`config.mk`:
```
export PLATFORM = sky130hd
export DESIGN_NAME = word_fifo_ctrl
export DESIGN_NICKNAME = d
export VERILOG_FILES = /design/src/rtl/wfc_pkg.sv /design/src/rtl/wfc_fifo.sv /design/src/rtl/wfc_ctrl.sv /design/src/rtl/wfc_status.sv /design/src/rtl/word_fifo_ctrl.sv
export SDC_FILE = /design/constraint.sdc
export NUM_CORES = 1
export LEC_CHECK = 0
export BUFFER_PORTS_ARGS = -buffer_cell sky130_fd_sc_hd__buf_2
export CORE_MARGIN = 4
export CORE_UTILIZATION = 59
export DETAILED_ROUTE_END_ITERATION = 12
export PLACE_DENSITY = 0.84
export SLEW_MARGIN = 20
export SYNTH_ARGS = -nofsm -noshare
export SYNTH_HDL_FRONTEND = slang
export SYNTH_SLANG_ARGS = --single-unit
```
`constraint.sdc`:
```
create_clock -name clk -period 5.9 [get_ports clk]
set_clock_uncertainty 0.05 [all_clocks]
set_input_delay 0.885 -clock clk [delete_from_list [all_inputs] [get_ports clk]]
set_output_delay 0.885 -clock clk [all_outputs]
set_load 0.02 [all_outputs]
```
`src/rtl/wfc_pkg.sv`:
```
package wfc_pkg;
  localparam int CTRL_W = 8;
  localparam int TRIG_W = 3;
  localparam int STAT_W = 4;

  typedef struct packed {
    logic [TRIG_W-1:0] tx_trig;
    logic [TRIG_W-1:0] rx_trig;
    logic              tx_flush;
    logic              rx_flush;
  } ctrl_t;
endpackage

```
`src/rtl/wfc_fifo.sv`:
```
module wfc_fifo #(
  parameter int W     = 32,
  parameter int DEPTH = 8,
  localparam int AW   = (DEPTH > 1) ? $clog2(DEPTH) : 1,
  localparam int CW   = $clog2(DEPTH + 1)
) (
  input  logic          clk,
  input  logic          rst_n,
  input  logic          flush,
  input  logic          push,
  input  logic [W-1:0]  push_data,
  input  logic          pop,
  output logic [W-1:0]  head,
  output logic [CW-1:0] count,
  output logic          full,
  output logic          empty
);
  logic [W-1:0]  mem [DEPTH];
  logic [AW-1:0] wr_ptr, wr_ptr_nx, rd_ptr, rd_ptr_nx;
  logic [CW-1:0] cnt_nx;
  logic          do_push, do_pop;

  assign full    = (count == CW'(DEPTH));
  assign empty   = (count == '0);
  assign do_push = push && !full && !flush;
  assign do_pop  = pop && !empty && !flush;
  assign head    = mem[rd_ptr];

  function automatic logic [AW-1:0] bump(input logic [AW-1:0] p);
    return (p == AW'(DEPTH - 1)) ? '0 : p + AW'(1);
  endfunction

  always_comb begin
    wr_ptr_nx = wr_ptr;
    rd_ptr_nx = rd_ptr;
    cnt_nx    = count;
    if (flush) begin
      wr_ptr_nx = '0;
      rd_ptr_nx = '0;
      cnt_nx    = '0;
    end else begin
      if (do_push) wr_ptr_nx = bump(wr_ptr);
      if (do_pop)  rd_ptr_nx = bump(rd_ptr);
      if (do_push && !do_pop)      cnt_nx = count + CW'(1);
      else if (!do_push && do_pop) cnt_nx = count - CW'(1);
    end
  end

  always_ff @(posedge clk or negedge rst_n) begin
    if (!rst_n) begin
      wr_ptr <= '0;
      rd_ptr <= '0;
      count  <= '0;
    end else begin
      wr_ptr <= wr_ptr_nx;
      rd_ptr <= rd_ptr_nx;
      count  <= cnt_nx;
    end
  end

  always_ff @(posedge clk) begin
    if (do_push) mem[wr_ptr] <= push_data;
  end

  // occupancy never exceeds the depth
  p_count_bound_r4: assert property (@(posedge clk) disable iff (!rst_n)
    count <= CW'(DEPTH));
  // a flush cycle leaves the queue empty
  p_flush_empties_r5: assert property (@(posedge clk) disable iff (!rst_n)
    flush |=> (count == '0));
  // a push into a full queue without a pop keeps it at depth
  p_full_drop_r9: assert property (@(posedge clk) disable iff (!rst_n)
    (full && push && !pop && !flush) |=> (count == CW'(DEPTH)));
  // a pop on an empty queue leaves it empty unless something is pushed
  p_empty_pop_r11: assert property (@(posedge clk) disable iff (!rst_n)
    (empty && pop && !push) |=> (count == '0));
endmodule

```
`src/rtl/wfc_ctrl.sv`:
```
module wfc_ctrl
  import wfc_pkg::*;
(
  input  logic              clk,
  input  logic              rst_n,
  input  logic              wr_en,
  input  logic [CTRL_W-1:0] wdata,
  output logic [CTRL_W-1:0] rdata,
  output logic              tx_flush,
  output logic              rx_flush,
  output logic [TRIG_W-1:0] tx_trig,
  output logic [TRIG_W-1:0] rx_trig
);
  ctrl_t cur, nxt, wr;

  assign wr = ctrl_t'(wdata);

  always_comb begin
    nxt          = cur;
    // a flush bit lives for exactly one cycle unless requested again
    nxt.tx_flush = 1'b0;
    nxt.rx_flush = 1'b0;
    if (wr_en) begin
      nxt.tx_trig  = wr.tx_trig;
      nxt.rx_trig  = wr.rx_trig;
      nxt.tx_flush = wr.tx_flush;
      nxt.rx_flush = wr.rx_flush;
    end
  end

  always_ff @(posedge clk or negedge rst_n) begin
    if (!rst_n) cur <= '0;
    else        cur <= nxt;
  end

  assign rdata    = CTRL_W'(cur);
  assign tx_flush = cur.tx_flush;
  assign rx_flush = cur.rx_flush;
  assign tx_trig  = cur.tx_trig;
  assign rx_trig  = cur.rx_trig;

  // the transmit flush bit clears itself after one cycle
  p_txflush_clear_r5: assert property (@(posedge clk) disable iff (!rst_n)
    (tx_flush && !(wr_en && wdata[1])) |=> !tx_flush);
  // the receive flush bit clears itself after one cycle
  p_rxflush_clear_r5: assert property (@(posedge clk) disable iff (!rst_n)
    (rx_flush && !(wr_en && wdata[0])) |=> !rx_flush);
  // trigger fields hold without a control write
  p_trig_hold_r7: assert property (@(posedge clk) disable iff (!rst_n)
    !wr_en |=> ($stable(tx_trig) && $stable(rx_trig)));
endmodule

```
`src/rtl/wfc_status.sv`:
```
module wfc_status
  import wfc_pkg::*;
#(
  parameter int DEPTH = 8,
  localparam int CW   = $clog2(DEPTH + 1),
  localparam int CMPW = (CW > TRIG_W) ? CW : TRIG_W
) (
  input  logic [CW-1:0]       tx_count,
  input  logic [CW-1:0]       rx_count,
  input  logic [TRIG_W-1:0]   tx_trig,
  input  logic [TRIG_W-1:0]   rx_trig,
  output logic [2*STAT_W-1:0] status,
  output logic                tx_req,
  output logic                rx_req
);
  logic [CW-1:0] tx_free;

  assign tx_free = CW'(DEPTH) - tx_count;
  assign status  = {STAT_W'(tx_free), STAT_W'(rx_count)};
  assign tx_req  = CMPW'(tx_free)  > CMPW'(tx_trig);
  assign rx_req  = CMPW'(rx_count) > CMPW'(rx_trig);

  always_comb begin
    // with a zero trigger any free slot must request data
    p_txreq_zero_r8: assert ((tx_trig != '0) || (tx_free == '0) || tx_req);
  end
endmodule

```
`src/rtl/word_fifo_ctrl.sv`:
```
module word_fifo_ctrl
  import wfc_pkg::*;
#(
  parameter int W     = 32,
  parameter int DEPTH = 8,
  localparam int CW   = $clog2(DEPTH + 1)
) (
  input  logic              clk,
  input  logic              rst_n,
  input  logic              ctrl_wr_en,
  input  logic [CTRL_W-1:0] ctrl_wdata,
  output logic [CTRL_W-1:0] ctrl_rdata,
  output logic [7:0]        status,
  input  logic              tx_wr_en,
  input  logic [W-1:0]      tx_wdata,
  input  logic              tx_pop,
  output logic [W-1:0]      tx_rdata,
  output logic              tx_valid,
  input  logic              rx_push,
  input  logic [W-1:0]      rx_pdata,
  input  logic              rx_rd_en,
  output logic [W-1:0]      rx_rdata,
  output logic              tx_req,
  output logic              rx_req,
  output logic              tx_ovf,
  output logic              rx_udf
);
  logic              tx_flush, rx_flush;
  logic [TRIG_W-1:0] tx_trig, rx_trig;
  logic [CW-1:0]     tx_count, rx_count;
  logic              tx_full, tx_empty, rx_full, rx_empty;
  logic [W-1:0]      rx_head;
  logic              ovf_nx, udf_nx;

  wfc_ctrl u_ctrl (
    .clk(clk), .rst_n(rst_n), .wr_en(ctrl_wr_en), .wdata(ctrl_wdata),
    .rdata(ctrl_rdata), .tx_flush(tx_flush), .rx_flush(rx_flush),
    .tx_trig(tx_trig), .rx_trig(rx_trig)
  );

  wfc_fifo #(.W(W), .DEPTH(DEPTH)) u_txq (
    .clk(clk), .rst_n(rst_n), .flush(tx_flush),
    .push(tx_wr_en), .push_data(tx_wdata), .pop(tx_pop),
    .head(tx_rdata), .count(tx_count), .full(tx_full), .empty(tx_empty)
  );

  wfc_fifo #(.W(W), .DEPTH(DEPTH)) u_rxq (
    .clk(clk), .rst_n(rst_n), .flush(rx_flush),
    .push(rx_push), .push_data(rx_pdata), .pop(rx_rd_en),
    .head(rx_head), .count(rx_count), .full(rx_full), .empty(rx_empty)
  );

  wfc_status #(.DEPTH(DEPTH)) u_stat (
    .tx_count(tx_count), .rx_count(rx_count),
    .tx_trig(tx_trig), .rx_trig(rx_trig),
    .status(status), .tx_req(tx_req), .rx_req(rx_req)
  );

  assign tx_valid = !tx_empty && !tx_flush;
  assign rx_rdata = (rx_empty || rx_flush) ? '0 : rx_head;

  always_comb begin
    ovf_nx = tx_wr_en && tx_full && !tx_flush;
    udf_nx = rx_rd_en && rx_empty && !rx_flush;
  end

  always_ff @(posedge clk or negedge rst_n) begin
    if (!rst_n) begin
      tx_ovf <= 1'b0;
      rx_udf <= 1'b0;
    end else begin
      tx_ovf <= ovf_nx;
      rx_udf <= udf_nx;
    end
  end

  // an overflow pulse follows a transmit write
  p_ovf_cause_r9: assert property (@(posedge clk) disable iff (!rst_n)
    tx_ovf |-> $past(tx_wr_en));
  // an underflow pulse follows a receive read
  p_udf_cause_r10: assert property (@(posedge clk) disable iff (!rst_n)
    rx_udf |-> $past(rx_rd_en));
  // an empty receive queue presents zero data
  p_udf_zero_r10: assert property (@(posedge clk) disable iff (!rst_n)
    (status[3:0] == 4'd0) |-> (rx_rdata == '0));
endmodule

```
Word-level counts from Yosys, hierarchy flattened
Memories as Yosys holds them, arrays and structs flattened.
Index checks and enable logic that the tools add are counted.

storage, ports and cells
  RAM bits = 512
  output and inout port bits = 85
  word-level logic and storage cells = 91
  bits of input ports = 79
  memories = 2
  register bits after elaboration = 30

operators by class
  reductions and logical operators = 36
  multiplexer cells = 24
  add/subtract/negate cells = 9
  order comparisons = 2
  eq/ne operators = 6

memories
  name       depth  width  rd ports  clocked after memory_dff  wr ports  RTL line        source
  u_rxq.mem  8      32     1         0                         1         wfc_fifo.sv:18  logic [W-1:0] mem [DEPTH];
  u_txq.mem  8      32     1         0                         1         wfc_fifo.sv:18

operators with widths
  cell                                               number
  two-way mux 3 bit                                  12
  two-way mux 32 bit                                 1
  two-way mux 4 bit                                  6
  logical AND 1 bit                                  17
  adder 3 x 1 -> 3 bit (second input constant)       4
  equality test 3 bit (second input constant)        4
  zero test 1 bit                                    10
  adder 4 x 1 -> 4 bit (second input constant)       2
  equality test 4 bit (second input constant)        2
  greater-than comparator 4 x 3 -> 1 bit             2
  zero test 4 bit                                    2
  nonzero test 2 bit                                 4
  subtractor 4 x 1 -> 4 bit (second input constant)  2
  nonzero test 3 bit                                 2
  two-way mux 1 bit                                  4
  subtractor 4 bit (first input constant)            1
  two-way mux 2 bit                                  1
  logical OR 1 bit                                   1

Depth between registers and ports, before layout
  depth after elaboration = 9
  depth in mapped cells = 10
  gate-level depth less buffers = 10

By module
From an unflattened synthesis, not the netlist that was laid out.

second synthesis, totals
  cells, all modules = 1,002
  area, all modules = 21,861.0 um^2

by module, submodules not included
  module             area each (um^2)  cells each  sequential area each (um^2)  times used
  wfc_fifo at u_txq  10,358.7          449         7,937.6                      1
  wfc_fifo at u_rxq  10,339.9          451         7,937.6                      1
  word_fifo_ctrl     549.3             45          50.0                         1
  wfc_ctrl           376.6             25          200.2                        1
  wfc_status         236.5             32          0.0                          1

Worst setup path after synthesis
No wires, ideal clock.

  path type = in2reg
  start point = input port rx_push
  end point = memory u_rxq.mem[0][0], enable pin
  arrival time = 4.242 ns
  buffers on the path = 0
  slack = 1.107 ns
  cell stages on the path = 3
  required time = 5.349 ns
  library setup time = 0.501 ns
  path through = nand2b_1 -> nand2b_2 -> nor4_1

on the way
  word-level cells in the longest chain between the ends = 4

ends and longest elaborated chain
  item                                     RTL line              source
  from (decl)                              word_fifo_ctrl.sv:19  input logic rx_push,
  logical AND 1 bit (2 in a row)           wfc_fifo.sv:25        assign do_push = push && !full && !flush;
  two-way mux 1 bit                        wfc_fifo.sv:62        if (do_push) mem[wr_ptr] <= push_data;
  two-way mux 1 bit (implied by the code)  wfc_fifo.sv:62
  to (decl)                                wfc_fifo.sv:18

Every way passes these cells.

Worst setup path after layout
  start point = register u_txq.rd_ptr[0]
  end point = output port tx_rdata[14]

on the way
  word-level cells in the longest chain between the ends = 1

ends and longest elaborated chain
  item                    RTL line              source
  from (decl)             wfc_fifo.sv:19        logic [AW-1:0] wr_ptr, wr_ptr_nx, rd_ptr, rd_ptr_nx;
  from (signal assigned)  wfc_fifo.sv:56        rd_ptr <= rd_ptr_nx;
  memory (8 x 32 bit)     n/a
  to (decl)               word_fifo_ctrl.sv:17  output logic [W-1:0] tx_rdata,

Every way passes these cells.

==> impl_metrics.yaml <==
detailed_routing:
  route.antenna.remaining_nets: 0
  routed_length_per_instance_um: 25.0
  drt_via_density: 6.13
  drt_pass1_iterations: 5
  post-route-drc-count: 0
  highest-signal-layer: "met5"
  met2RoutedLength_mm: 22.7
  first_iter_violations: 808
  postRouteWirelength_mm: 42.6
  detailroute.via_count: 10400
  wl_met1_mm: 15.8
  wl_met3_mm: 3.09
placement:
  portbufs: 163
  postPlaceCellArea_um2: 22800
  detailed_place_hpwl_mm: 23.7
  gpl.final_weighted_congestion: 0.794
cts:
  cts.path.max_buffers: 3
  cts_post_setup_buffers_inserted: 0
  cts.reportedPaths.clkPinSlew_ps: 60
  cts.htree.levels: 2
  cts.sink_count: 542
  clkLatencyLatePin_ps: 570
  tritoncts: "done"
  cts-root-buf: "clkbuf_16"
  numCtsBuffers: 51
  holdBufCountCts: 0
  postCtsResizedCells: 0
logic_synthesis:
  synth.lib_cells_used.distinct: 53
  synthDominantAreaCellType: "edfxtp_1"
  yosys_most_used_dff: "edfxtp_1"
  post_synth_main_area_contributors: "edfxtp_1 (72%), mux4_2 (13%), dfrtp_1 (3.5%)"
  synthCells: 1003
  syn_avg_cell_area_um2: 21.3
  synth_top_area_share_pct: 72.0
  synth.net_count: 1103
  synth_async_sr_flop_share_pct: 5.54
  number_of_flops_mapped_to_enable_cells_by_yosys: 512
  ys_ff_latch: 542
  yosysMostFrequentCell: "edfxtp_1"
  yosysWarningCount: 0
  synth_common_cells: "edfxtp_1 (512), mux4_2 (128), nor2_1 (56)"
  synthesis.area_um2: 21400
  ys_seq_area_share_pct: 75.5
final_layout:
  syn2layout_area_growth_pct: 15.2
  design.final.nets: 1292
  final_layout_size_suffix_gt1_share_pct: 37.1
  finish.instance_area_um2: 24600
  nFillCells: 2122
floorplan:
  design.core.area_um2: 35700
  die_y_um: 198
  initial_core_util_pct: 59.9
  die_x_um: 198
  rows: 69
  design.portCount: 164
  design.die.area_um2: 39300
sta:
  setup_total_negative_slack_ps: 0
  timing.final.crit_period_ps: 4110
  max_slew_margin_pct: 30.6
  timing_worst_slew_pin_value_ps: 1040
  finalCritPeriodShare_pct: 69.7
  final-hold-violation-count: 0
  achievable_frequency_mhz: 243
  timing.final.setup_violations: 0
  rsz0062_at_grt: "false"
  final-max-slew-violation-count: 0
worst_setup_path:
  worst-endpoint-arrival_ps: 3180
  cp_slowest_cell: "dfrtp_4"
  timing.critical_path.cells: "buf_4 -> mux4_2 -> mux2_2 -> buf_2"
  cp_data_required_time_ps: 4970
  timing.critical_path.slowest_cell_delay_ps: 950
  start_kind: "flop"
  path_max_fanout: 41
  cp_capture_type: "primary output"
  critical_path_class: "flop to primary output"
grt:
  maximum_number_of_pins_on_one_net_before_global_route_repair: 55
  grt_overflow_total: 0
  grt_pass1_vias: 11000
  grt_antenna_before_repair: 11
  grt_first_pass_wirelength_mm: 65.2
  grtUsageTotal_pct: 21.9
power_and_ir_drop:
  fin_total_pwr_mw: 11.7
  total_leakage_power_nw: 8.24
  vdd.ir_drop.worst_v: 0.000500
  power_per_cell_area_nw_per_um2: 477
hold_path:
  min-delay-path-class: "primary input to asynchronous set/reset pin"
job:
  max_cap_viol_count: 0
run_status:
  outcome: "completed"
[cell usage in the layout (no fill, tap or decap), drive strengths merged, types with 3 or more instances in the layout]
master / netlist / layout
ha: 19 / 19
inv: 13 / 14
nand4: 3 / 3
o21ai: 9 / 9
mux4: 128 / 128
nand3: 7 / 7
mux2: 35 / 35
bufinv: 0 / 9
nand2b: 10 / 10
xnor2: 4 / 4
diode: 0 / 7
or3: 6 / 6
nor2b: 5 / 5
nor3: 11 / 11
a21oi: 12 / 12
nand2: 21 / 21
mux2i: 35 / 35
o21a: 3 / 3
clkbuf: 22 / 69
nor2: 56 / 56
buf: 29 / 187
clkinv: 0 / 16
edfxtp: 512 / 512
dfrtp: 30 / 30
[kinds of logic (layout without fill, tap and decap cells)]
group / Yosys count / after routing / share of synthesized area, %
mux: 198 / 198 / 17.0
compound gates: 38 / 38 / 1.39
flops: 542 / 542 / 75.5
fa+ha+maj: 21 / 21 / 1.30
simple gates: 135 / 135 / 3.09
xor+xnor: 5 / 5 / 0.205
other cells: 0 / 7 / 0
buf+inv: 64 / 296 / 1.54
[cell type report]
cell class,instances,area [µm²],share of cell area (%)
flip-flops and latches,542,16100,65.6
repair buffers,187,1020,4.13
clock buffers,69,1420,5.75
inverters,13,48.8,0.198
well taps,461,577,2.34
multi-input cells,397,5010,20.4
clock inverters,27,378,1.54
diodes,7,17.5,0.0712
[worst paths after layout]
path | to | from | depth (start not counted) | slack (ps)
setup / recovery | tx_rdata[14] | u_txq.rd_ptr[0]$_DFFE_PN0P_ | 4 | 1790
hold / removal | u_rxq.count[2]$_DFFE_PN0P_ | rst_n | 1 | 300
setup reg to reg | u_txq.count[3]$_DFFE_PN0P_ | u_txq.count[0]$_DFFE_PN0P_ | 10 | 2790
hold reg to reg | u_ctrl.rx_trig[0]$_DFFE_PN0P_ | u_ctrl.rx_trig[0]$_DFFE_PN0P_ | 1 | 490
max in group asynchronous | u_txq.rd_ptr[0]$_DFFE_PN0P_ | rst_n | 1 | 4980
min in group clk | u_ctrl.rx_trig[2]$_DFFE_PN0P_ | ctrl_wdata[4] | 3 | 470
[per-stage QoR]
stage                     utilization [%]  hold slack, ps  std cells  worst slack (ps)
after floorplan                         -             494       1003              1110
after global placement               63.8             475       1599              2330
after detailed placement             63.8             487       1599              2280
after CTS                            68.9             307       1695              1660
after global routing                 69.0             351       1699              1530
final                                69.0             305       1703              1790
[where the power goes]
group	internal [mW]	leakage, nW	switching [mW]
logic	1.51	2.36	1.82
registers	4.60	5.01	0.347
clock network	2.08	0.875	1.37
[per-layer routing]
layer	vias up	global-route usage (%)
li1	4498	-
met3	90	4.58
met5	-	0
met1	5414	29.0
met4	14	5.79
met2	419	37.8
[critical path: cells and delay by family (launching register included)]
family   cells  cell delay [ps]
buf+inv      2              750
flops        1              950
mux          2              880
[flip-flops by register name, indices dropped and copies added, names as in the netlist, 3 cells and up]
signal	cells
u_txq.rd_ptr	3
u_rxq.count	4
u_ctrl.rx_trig	3
u_txq.count	4
u_txq.wr_ptr	3
u_rxq.wr_ptr	3
u_rxq.rd_ptr	3
u_ctrl.tx_trig	3
u_rxq.mem	256
u_txq.mem	256
Note: power is estimated with default switching activity, not from simulation.
